===== src/rtl/e1_ts0_monitor.sv =====
module e1_ts0_monitor #(
  parameter int FRAME_BITS = 256,
  parameter int LOSS_LIMIT = 3
) (
  input  logic       clk,
  input  logic       rst_n,
  input  logic       frame_start,
  input  logic       rx_data,
  output logic       ts0_pulse,
  output logic       chan_rst_n,
  output logic       sync_alarm,
  output logic       sync_err,
  output logic       spare_fas,
  output logic [6:0] spare_nfas
);
  localparam int CW  = $clog2(FRAME_BITS);
  localparam int ECW = $clog2(LOSS_LIMIT + 1);
  localparam logic [6:0] ALIGN_PAT = 7'b0011011;

  typedef enum logic [1:0] {HUNT, GOT_F, GOT_N, LOCKED} st_t;

  st_t            st;
  logic [CW-1:0]  cnt, cur;
  logic [7:0]     sh;
  logic [2:0]     hist;
  logic [ECW-1:0] errcnt;
  logic           fas_frame, er_q, pend, a_hold;

  assign cur = frame_start ? '0 : cnt;

  wire eval    = (cur == CW'(8));
  wire gap_pos = (cur == CW'(9));
  wire fas_ok  = (sh[6:0] == ALIGN_PAT);
  wire in_sync = (st == LOCKED);

  always_ff @(posedge clk) begin
    if (!rst_n) cnt <= '0;
    else        cnt <= (cur == CW'(FRAME_BITS - 1)) ? '0 : cur + 1'b1;
  end

  always_ff @(posedge clk) begin
    if (!rst_n)              sh <= '0;
    else if (cur < CW'(8))   sh <= {sh[6:0], rx_data};
  end

  always_ff @(posedge clk) begin
    if (!rst_n) begin
      st <= HUNT; fas_frame <= 1'b0; errcnt <= '0; er_q <= 1'b1;
      pend <= 1'b0; hist <= '0; a_hold <= 1'b0;
      spare_fas <= 1'b0; spare_nfas <= '0;
    end else if (eval) begin
      hist      <= {hist[1:0], fas_ok};
      a_hold    <= sh[7];
      fas_frame <= !fas_frame;
      if (!in_sync) er_q <= 1'b1;
      case (st)
        HUNT:  if (fas_ok) st <= GOT_F;
        GOT_F: st <= sh[6] ? GOT_N : HUNT;
        GOT_N:
          if (fas_ok) begin
            st <= LOCKED; fas_frame <= 1'b0; errcnt <= '0;
            er_q <= 1'b0; pend <= 1'b0;
          end else st <= HUNT;
        default:
          if (fas_frame) begin
            er_q <= pend;
            pend <= !fas_ok;
            if (fas_ok) errcnt <= '0;
            else if (errcnt == ECW'(LOSS_LIMIT - 1)) begin
              st <= HUNT; er_q <= 1'b1; errcnt <= '0;
            end else errcnt <= errcnt + 1'b1;
          end else begin
            spare_fas  <= a_hold;
            spare_nfas <= {sh[7], sh[5:0]};
          end
      endcase
    end
  end

  assign ts0_pulse  = (cur == '0);
  assign chan_rst_n = !(eval && (!in_sync || fas_frame));
  assign sync_alarm = !in_sync;
  assign sync_err   = er_q & !(gap_pos && !in_sync && hist[2]);

  assert_alarm_moves_at_eval_R3: assert property (@(posedge clk) disable iff (!rst_n)
    !$stable(sync_alarm) |-> $past(eval));
  assert_chan_rst_one_clock_R5: assert property (@(posedge clk) disable iff (!rst_n)
    !chan_rst_n |=> chan_rst_n);
  assert_marker_apart_from_reset_R1: assert property (@(posedge clk) disable iff (!rst_n)
    ts0_pulse |-> chan_rst_n);
  assert_hunt_gap_single_R7: assert property (@(posedge clk) disable iff (!rst_n)
    (!in_sync && !sync_err) |=> sync_err);
  assert_spares_move_at_eval_R9: assert property (@(posedge clk) disable iff (!rst_n)
    (!$stable(spare_nfas) || !$stable(spare_fas)) |-> $past(eval));
endmodule


===== config.mk =====
export PLATFORM = sky130hd
export DESIGN_NAME = e1_ts0_monitor
export DESIGN_NICKNAME = d
export VERILOG_FILES = /design/src/rtl/e1_ts0_monitor.sv
export SDC_FILE = /design/constraint.sdc
export NUM_CORES = 1
export LEC_CHECK = 0
export BUFFER_PORTS_ARGS = -buffer_cell sky130_fd_sc_hd__clkbuf_2
export CORE_AREA = 2 2 57 59
export DETAILED_ROUTE_END_ITERATION = 12
export DIE_AREA = 0 0 59 61
export PLACE_DENSITY = 0.81
export SETUP_SLACK_MARGIN = 0.15
export SLEW_MARGIN = 5
export SYNTH_ARGS = -nofsm -noshare
export SYNTH_HDL_FRONTEND = slang
export SYNTH_SLANG_ARGS = --single-unit

===== constraint.sdc =====
create_clock -name clk -period 3.45 [get_ports clk]
set_clock_uncertainty 0.05 [all_clocks]
set_input_delay 0.8625 -clock clk [delete_from_list [all_inputs] [get_ports clk]]
set_output_delay 0.8625 -clock clk [all_outputs]
set_load 0.05 [all_outputs]

== Word-level counts from Yosys, hierarchy flattened ==
Cells that the tools add are included.
Cells by class
  eq/ne operators: 11
  multiplexer cells: 24
  bitwise operators: 5
  add/subtract/negate cells: 2
  magnitude comparators: 1
  reductions and logical operators: 20
Operator list (count)
  $mux 2: 10
  $eq 8x4->1 const B: 2
  $mux 1: 9
  $add 8x1->8 const B: 1
  $eq 8x8->1 const B: 1
  $logic_not 8->1: 1
  $lt 8x4->1 const B: 1
  $mux 8: 1
  $reduce_bool 4->1: 2
  $eq 7x5->1 const B: 1
  $eq 2x2->1 const B: 3
  $pmux 2 s3: 1
  $logic_not 1->1: 5
  $reduce_and 5->1: 1
  $ne 2x2->1 const B: 2
  $ne 4x1->1 const B: 1
  $not 1->1: 4
  $pmux 1 s2: 2
  $pmux 2 s2: 1
  $reduce_and 4->1: 1
  $reduce_or 2->1: 2
  $logic_and 1x1->1: 3
  $reduce_and 3->1: 1
  $reduce_or 3->1: 1
  6 further kinds: 6
Word-level totals
  output and inout bits: 12
  input bits: 4
  register bits: 35
  word-level logic and storage cells: 74

== Logic depth before layout (Yosys ltp) ==
Gate-level depths: netlist of run 1.
  depth in word-level cells: 6
  mapped depth: 8
  gate-level depth less buffers: 7

== Worst setup path before layout of run 1 ==
Ideal clock, no wire load.
  kind: input -> output
  from: input port frame_start
  to: output port chan_rst_n
  path buffers: 2
  slack: 0.166 ns
  arrival: 2.371 ns
  cell stages on the path: 7
  cells stage by stage: buf_1 nor2b_1 inv_1 ha_1 and4b_1 buf_6 o21ai_0
Between the ends
  cells in the longest elaborated chain, start to end: 4
RTL lines
  start, declared: line 7  | input logic frame_start,
  $mux 8: line 29  | assign cur = frame_start ? '0 : cnt;
  $eq 8x4->1: line 31  | wire eval = (cur == CW'(8));
  $logic_and 1x1->1: line 81  | assign chan_rst_n = !(eval && (!in_sync || fas_frame));
  $logic_not 1->1: line 81
  end, declared: line 10  | output logic chan_rst_n,
Every way passes these cells.

== Worst setup path after layout of run 1 ==
Same ends and word-level chain as after synthesis.

==> results.cfg, run 1 <==
[placed_design]
gp_routability_congestion = 0.8383
detailed_place.area_um2 = 1814
place_inst = 228
dp_worst_setup_slack_ps = 303.2
detailed_place_hpwl_um = 2397
port_buffers = 15

[detailed_routing]
drt_first_pass_iters = 4
route.detailed.vias_per_inst = 5.661
via_count = 1336
antenna_violating_nets_post_route = 0
drt_iter0_markers = 47
post-route-drc-count = 0
detail_route.wl_per_cell_um = 13.83
wl_um = 3265

[sta]
max-slew-margin-rel_pct = 53.03
period_share_pct = 90.73
hold_violations = 0
slew_viol_final = 0
max_freq_ghz = 0.3195
setup_tns_ps = 0
rsz0062_at_grt = false
worstMarginPinSlew_ps = 703.8
setup-violations-final = 0
final.min_clock_period_ps = 3130
postLayoutSetupSlackWorst_ps = 319.8

[synth]
synth_cell_area_um2 = 1717
yosys-top-cells-count = 35 x sky130_fd_sc_hd__dfxtp_1, 27 x sky130_fd_sc_hd__nor2_1, 18 x sky130_fd_sc_hd__mux2i_1
postSynth.topFlopCell = sky130_fd_sc_hd__dfxtp_1
asr_flop_ratio_synth_pct = 0
yosysTopAreaCellShare_pct = 40.82
yosysSeqAreaShare_pct = 40.82
synth-edff-count = 0
synth_warnings = 0
yosys.area.top_type = sky130_fd_sc_hd__dfxtp_1
count_leader_synth = sky130_fd_sc_hd__dfxtp_1
ys_top_cells_by_area = sky130_fd_sc_hd__dfxtp_1 41%, sky130_fd_sc_hd__mux2i_1 10%, sky130_fd_sc_hd__nor2_1 5.9%
synth_cells = 184
avgSynthCellArea_um2 = 9.330
net_count_after_synthesis = 196
netlist-cell-type-count = 43
synth-seq-cells = 35

[critical_path]
crit_type = in -> out
worstPathArrival_ps = 2220
critical_path_peak_fanout = 13
cp-end-kind = primary output
r2r-end = st[0]
critical_path.startpoint_type = input pin
required_ps = 2540
crit-reg2reg-launch = cnt[0]
worst_r2r_path_depth = 7
r2r_setup_slack_ps = 1470

[clock_tree]
max-clock-path-buffers = 2
cts.hold.buffers_added = 0
latest_clock_arrival_within_the_worst_skew_pair_ps = 340
worst_setup_hold_path_clk_slew_ps = 110
cts_setup_buffers = 0
tritoncts = yes
ctsRootBufferMaster = sky130_fd_sc_hd__clkbuf_4
cts_buffers = 5
post_cts_resized = 0
numClockSinks = 35
h-tree-depth = 2

[worst_hold_path]
timing.hold.worst.start = hist[1]
hold_path_class = reg -> reg
hold_path_depth = 2
worst_hold_path.endpoint = hist[1]

[floorplanning]
coreArea_um2 = 2953
die-area_um2 = 3599
io_pins = 16
floorplan.initialDensity_pct = 58.14
rows = 20
die_outline_height_um = 61
dieWidth_um = 59

[pwr]
power-per-cell-area_nw_per_um2 = 353.1
int_power_uw = 494.1
combinationalPowerShare_pct = 4.0
clock_network_power_share_pct = 33.7
peakVddDrop_mv = 0.2861
power.switching_fraction_pct = 25.10
power_leakage_uw = 0.0007460
net-switching-power_uw = 165.6
power_frac_seq_pct = 62.3

[grt]
grt.total_usage_pct = 20.19
grt_start_max_net_pins = 24
grt_pass1_vias = 1245
antenna_found_initial = 0
global_route_wire_length_before_repair_um = 5464
grt_remaining_overflow = 0

[cells_and_area]
fin_nets = 214
diodes = 0
drive_above_1_share_pct = 18.23
layout-area-overhead-vs-synth_pct = 8.819
final.fill_count = 251
layout.cell_area.non_filler_um2 = 1868
finish.cell_count_without_fillers = 236

[run_status]
status = finished clean

[run]
maxCapViolCount = 0
cells by family after synthesis:
kind of cell / synth area share [%]
buffers and inverters: 3.498
AND/OR/NAND/NOR: 24.85
multiplexers: 10.50
XOR/XNOR: 3.061
AO/OA/AOI/OAI: 11.44
adder cells (fa/ha/maj): 5.831
flip-flops: 40.82
power by group through the flow:
| stage | Sequential [uW] | Combinational (uW) | Clock (uW) |
|---|---|---|---|
| 6_report | 411 | 26.1 | 223 |
| 5_1_grt | 412 | 29.2 | 242 |
| 4_1_cts | 411 | 26.3 | 227 |
| 3_5_place_dp | 420 | 26.4 | 0 |
| 3_3_place_gp | 420 | 25.3 | 0 |
| 2_1_floorplan | 419 | 20.4 | 0 |
layout make-up:
type,count,area (um2),area share [%]
clock buffers,6,41.29,2.210
clock inverters,2,12.51,0.6698
inverters,9,33.78,1.808
multi-input cells,135,955.9,51.17
flip-flops and latches,35,700.7,37.51
well taps,33,41.29,2.210
repair buffers,16,82.58,4.421
state kept, by name, indices dropped and copies added (netlist names):
| name | cells |
|---|---|
| cnt | 8 |
| sh | 8 |
| spare_nfas | 7 |
| hist | 3 |
| errcnt | 2 |
| st | 2 |
| a_hold | 1 |
| er_q | 1 |
| fas_frame | 1 |
| pend | 1 |
| spare_fas | 1 |
metal layers:
| metal | wire length, um | vias up | global-route usage [%] |
|---|---|---|---|
| met2 | 1670 | 26 | 35.24 |
| met3 | 103 | 7 | 4.691 |
| met4 | 56 | 0 | 9.416 |
| li1 | - | 673 | - |
| met1 | 1434 | 630 | 23.51 |
| met5 | 0 | - | 0 |
worst max-delay path by stage:
stage	slack (ps)	to	depth (start not counted)	from
floorplan	170	chan_rst_n	7	frame_start
global placement	400	chan_rst_n	7	frame_start
detailed placement	300	chan_rst_n	7	frame_start
CTS	310	chan_rst_n	7	frame_start
global route	190	chan_rst_n	7	frame_start
finish	320	chan_rst_n	7	frame_start
cell usage in the layout, fill, tap and decap left out, drive strengths merged, types with 4 or more instances in the layout:
master,n
nand2,17
clkbuf,21
mux2i,18
ha,8
dfxtp,35
nand3,4
nor2b,7
o21ai,5
a21oi,5
xnor2,5
inv,9
nor2,27
nor3,8
per-stage QoR:
| stage | hold slack [ps] | total power (uW) | util (%) |
|---|---|---|---|
| finish | 418.7 | 659.7 | 63.26 |
| global route | 449.6 | 683.1 | 63.26 |
| CTS | 422.3 | 664.8 | 63.26 |
| detailed placement | 406.5 | 446.6 | 61.44 |
| global placement | 389.0 | 445.2 | 61.44 |
| floorplan | 376.3 | 439.6 | - |
worst max-delay path, stage by stage:
cell and delay [ps]:
sky130_fd_sc_hd__clkbuf_2 190, sky130_fd_sc_hd__nor2b_1 290, sky130_fd_sc_hd__inv_1 80, sky130_fd_sc_hd__ha_1 230, sky130_fd_sc_hd__and4b_1 190, sky130_fd_sc_hd__o21ai_0 70
sky130_fd_sc_hd__clkbuf_2 300
Power figures use the tool's default switching activity.
==> inputs of run 2 (changes only) <==
--- a/config.mk
+++ b/config.mk
@@ -6,9 +6,9 @@
 export NUM_CORES = 1
 export LEC_CHECK = 0
 export BUFFER_PORTS_ARGS = -buffer_cell sky130_fd_sc_hd__clkbuf_2
-export CORE_AREA = 2 2 57 59
+export CORE_AREA = 4 4 59 61
 export DETAILED_ROUTE_END_ITERATION = 12
-export DIE_AREA = 0 0 59 61
+export DIE_AREA = 0 0 63 65
 export PLACE_DENSITY = 0.81
 export SETUP_SLACK_MARGIN = 0.15
 export SLEW_MARGIN = 5
==> results.cfg, run 2 (synthesis results as in run 1) <==
[detailed_routing]
drt_first_pass_iters = 4
wl_um = 3331
detail_route.wl_per_cell_um = 14.11
drt_iter0_markers = 69
post-route-drc-count = 0
via_count = 1323
route.detailed.vias_per_inst = 5.606
antenna_violating_nets_post_route = 0

[floorplanning]
io_pins = 16
dieWidth_um = 63
die-area_um2 = 4095
floorplan.initialDensity_pct = 57.65
rows = 20
coreArea_um2 = 2978
die_outline_height_um = 65

[pwr]
power_leakage_uw = 0.0007471
fin_total_pwr_uw = 648.1
power.switching_fraction_pct = 23.65
peakVddDrop_mv = 0.2939
combinationalPowerShare_pct = 4.2
power_frac_seq_pct = 63.4
clock_network_power_share_pct = 32.4
int_power_uw = 494.8
net-switching-power_uw = 153.3
power-per-cell-area_nw_per_um2 = 347.6

[grt]
grt.total_usage_pct = 18.42
grt_remaining_overflow = 0
global_route_wire_length_before_repair_um = 5878
grt_pass1_vias = 1337
grt_start_max_net_pins = 24
antenna_found_initial = 0

[sta]
max_freq_ghz = 0.3156
slew_viol_final = 0
period_share_pct = 91.85
setup-violations-final = 0
hold_violations = 0
setup_tns_ps = 0
rsz0062_at_grt = false
worstMarginPinSlew_ps = 737.6
fin_worst_hold_slack_ps = 412.5
final.min_clock_period_ps = 3169
max-slew-margin-rel_pct = 50.77
postLayoutSetupSlackWorst_ps = 281.1

[clock_tree]
cts.hold.buffers_added = 0
h-tree-depth = 2
numClockSinks = 35
post_cts_resized = 0
worst_setup_hold_path_clk_slew_ps = 110
cts_setup_buffers = 0
cts_buffers = 5
latest_clock_arrival_within_the_worst_skew_pair_ps = 340
ctsRootBufferMaster = sky130_fd_sc_hd__clkbuf_4
tritoncts = yes
max-clock-path-buffers = 2

[worst_hold_path]
timing.hold.worst.start = hist[0]
hold_path_depth = 2
hold_path_class = reg -> reg

[critical_path]
critical_path.startpoint_type = input pin
startpoint = frame_start
crit_type = in -> out
worst_r2r_path_depth = 7
timing.critical_path.cells = clkbuf_2 -> nor2b_1 -> inv_1 -> ha_1 -> and4b_1 -> o21ai_0 -> clkbuf_2
required_ps = 2540
r2r_setup_slack_ps = 1460
cp-end-kind = primary output
critical_path_peak_fanout = 13
path_common_cell = sky130_fd_sc_hd__clkbuf_2
worst_path_max_delay_cell = sky130_fd_sc_hd__clkbuf_2
crit-reg2reg-launch = cnt[0]
timing.critical_path.slowest_cell_delay_ps = 310
worstPathArrival_ps = 2260

[cells_and_area]
layout.cells.most_common = sky130_fd_sc_hd__dfxtp_1
fin_nets = 214
drive_above_1_share_pct = 17.73
diodes = 0
layout.cells.most_common_list = 35 x sky130_fd_sc_hd__dfxtp_1, 27 x sky130_fd_sc_hd__nor2_1, 18 x sky130_fd_sc_hd__mux2i_1
layout.cell_area.non_filler_um2 = 1864
final.fill_count = 256
layout-area-overhead-vs-synth_pct = 8.601
layout_top_registers = cnt: 8 flops, sh: 8 flops, spare_nfas: 7 flops

[placed_design]
port_buffers = 15
detailed_place_hpwl_um = 2504
dp_worst_setup_slack_ps = 293.0
detailed_place.area_um2 = 1814
gp_routability_congestion = 0.9270

[run]
maxCapViolCount = 0

[run_status]
status = finished clean
==> run 2: changes by cell type in the layout (fill, tap and decap cells not counted) <==
cell / previous run / this run
sky130_fd_sc_hd__clkinvlp_4: 1 / 0
sky130_fd_sc_hd__clkbuf_1: 1 / 2
==> run 2: worst max-delay path: cells and delay by family <==
kind	cells	cell delay (ps)
AOI/OAI and AO/OA	1	80
buffers and inverters	3	590
and+or+nand+nor	2	490
adders and majority gates	1	230
==> run 2: power by group through the flow <==
stage	combinational [uW]	clock [uW]	sequential, uW
6_report	27.0	210	411
3_3_place_gp	25.5	0	420
3_5_place_dp	26.9	0	420
4_1_cts	27.0	218	411
2_1_floorplan	20.4	0	419
5_1_grt	29.6	238	412
==> run 2: worst paths after layout <==
check,end
max,chan_rst_n
min,hist[0]
max reg2reg,spare_nfas[6]
min reg2reg,hist[0]
==> run 2: final cells by class <==
cell class	instances	area (um2)	share of cell area, %
Timing Repair Buffer	16	82.58	4.430
Inverter	9	33.78	1.812
Multi-Input combinational cell	135	955.9	51.28
Tap cell	33	41.29	2.215
Clock buffer	7	45.04	2.416
Sequential cell	35	700.7	37.58
Clock inverter	1	5.005	0.2685
==> run 2: per-stage QoR <==
stage	util [%]	instances
2_1_floorplan	-	184
3_3_place_gp	60.92	228
3_5_place_dp	60.92	228
4_1_cts	62.61	236
5_1_grt	62.61	236
6_report	62.61	236
==> run 2: metal layers <==
layer  up-vias  GRT usage [%]  routed length [um]
met2        24          31.49                1596
li1        671              -                   -
met4         0          7.438                  58
met1       624          21.14                1560
met3         4          6.066                 116
met5         -              0                   0
==> inputs of run 3 (changes only) <==
--- a/config.mk
+++ b/config.mk
@@ -6,10 +6,10 @@
 export NUM_CORES = 1
 export LEC_CHECK = 0
 export BUFFER_PORTS_ARGS = -buffer_cell sky130_fd_sc_hd__clkbuf_2
-export CORE_AREA = 4 4 59 61
+export CORE_AREA = 4 4 81 83
 export DETAILED_ROUTE_END_ITERATION = 12
-export DIE_AREA = 0 0 63 65
-export PLACE_DENSITY = 0.81
+export DIE_AREA = 0 0 85 87
+export PLACE_DENSITY = 0.48
 export SETUP_SLACK_MARGIN = 0.15
 export SLEW_MARGIN = 5
 export SYNTH_ARGS = -nofsm -noshare
==> results.cfg, run 3 (synthesis results as in run 1) <==
[clock_tree]
cts_buffers = 5
post_cts_resized = 0
latest_clock_arrival_within_the_worst_skew_pair_ps = 290
ctsRootBufferMaster = sky130_fd_sc_hd__clkbuf_8
h-tree-depth = 2
cts_setup_buffers = 0
max-clock-path-buffers = 2
cts.hold.buffers_added = 0
numClockSinks = 35
tritoncts = yes
worst_setup_hold_path_clk_slew_ps = 70

[grt]
grt_remaining_overflow = 0
grt.total_usage_pct = 10.63
met2_usage_pct = 15.40
global_route_wire_length_before_repair_um = 6196
grt_start_max_net_pins = 22
antenna_found_initial = 0
busiest_layer = met2
global_routing_usage_on_met3_pct = 2.933
grt_pass1_vias = 1301
globalRouteMet1Util_pct = 14.83

[critical_path]
required_ps = 2540
crit_type = in -> out
critical_path_peak_fanout = 4
critical_path.startpoint_type = input pin
cp-end-kind = primary output
worstPathArrival_ps = 2080

[cells_and_area]
layout.cell_area.non_filler_um2 = 1976
diodes = 0
layout_top_registers = cnt: 8 flops, sh: 8 flops, spare_nfas: 7 flops
layout.cells.most_common_list = 35 x sky130_fd_sc_hd__dfxtp_1, 27 x sky130_fd_sc_hd__nor2_1, 18 x sky130_fd_sc_hd__mux2i_1
fin_nets = 216
layout.cells.most_common = sky130_fd_sc_hd__dfxtp_1
final.fill_count = 614
drive_above_1_share_pct = 19.51
postLayoutCoreUtil_pct = 33.77
layout-area-overhead-vs-synth_pct = 15.09

[sta]
rsz0062_at_grt = false
hold_violations = 0
final.min_clock_period_ps = 2997
max_freq_ghz = 0.3337
setup_tns_ps = 0
max-slew-margin-rel_pct = 57.93
postLayoutSetupSlackWorst_ps = 453.4
period_share_pct = 86.86
worstMarginPinSlew_ps = 631.0
slew_viol_final = 0
setup-violations-final = 0

[placed_design]
port_buffers = 15
detailed_place_hpwl_um = 2592
gp_routability_congestion = 0.8002
detailed_place.area_um2 = 1882
dp_worst_setup_slack_ps = 447.3

[floorplanning]
die-area_um2 = 7395
rows = 28
dieWidth_um = 85
coreArea_um2 = 5851
floorplan.initialDensity_pct = 29.34
die_outline_height_um = 87
io_pins = 16

[detailed_routing]
antenna_violating_nets_post_route = 0
drt_iter0_markers = 58
post-route-drc-count = 0
wl_um = 3515
via_count = 1272
route.detailed.vias_per_inst = 4.543
detail_route.wl_per_cell_um = 12.55
drt_first_pass_iters = 4

[worst_hold_path]
hold_path_class = reg -> reg

[pwr]
power-per-cell-area_nw_per_um2 = 378.2
power_leakage_uw = 0.0007717
peakVddDrop_mv = 0.2116

[run]
maxCapViolCount = 0

[run_status]
status = finished clean
==> run 3: final cells by class <==
cell class              instances  area (um2)  area share, %
well taps                      75       93.84          4.750
clock buffers                   5       68.82          3.483
repair buffers                 18       97.59          4.940
flip-flops and latches         35       700.7          35.47
clock inverters                 3       25.02          1.267
multi-input cells             135       955.9          48.39
inverters                       9       33.78          1.710
==> run 3: power breakdown <==
part	internal [uW]	switching, uW	total (uW)
clock	144	163	308
combinational	9.45	19.3	28.8
sequential	407	3.91	411
total	561	186	747
==> run 3: final timing paths <==
| kind | startpoint | end | slack (ps) | cells past startpoint |
|---|---|---|---|---|
| worst max-delay path | frame_start | chan_rst_n | 450 | 7 |
| worst min-delay path | hist[1] | hist[1] | 400 | 2 |
| worst max register to register | cnt[0] | cnt[7] | 1430 | 6 |
| worst min register to register | hist[1] | hist[1] | 400 | 2 |
==> run 3: routing by layer <==
layer  part of all wire (%)  vias up
li1                       -      670
met5                      0        -
met2                     43       18
met4                    1.9        0
met1                     52      579
met3                    3.1        5
==> run 3: critical path: stages <==
cell and delay (ps):
sky130_fd_sc_hd__clkbuf_2 100, sky130_fd_sc_hd__nor2b_1 250, sky130_fd_sc_hd__inv_1 90, sky130_fd_sc_hd__ha_1 220, sky130_fd_sc_hd__and4b_1 190, sky130_fd_sc_hd__o21ai_0 70, sky130_fd_sc_hd__clkbuf_2 300
==> run 3: per-stage QoR <==
stage          hold WS (ps)  instances  total power [uW]
6_report              402.8        280             747.3
2_1_floorplan         376.3        184             439.6
3_3_place_gp          392.1        272             449.9
5_1_grt               429.7        280             785.8
3_5_place_dp          397.9        272             449.8
4_1_cts               408.2        280             764.7
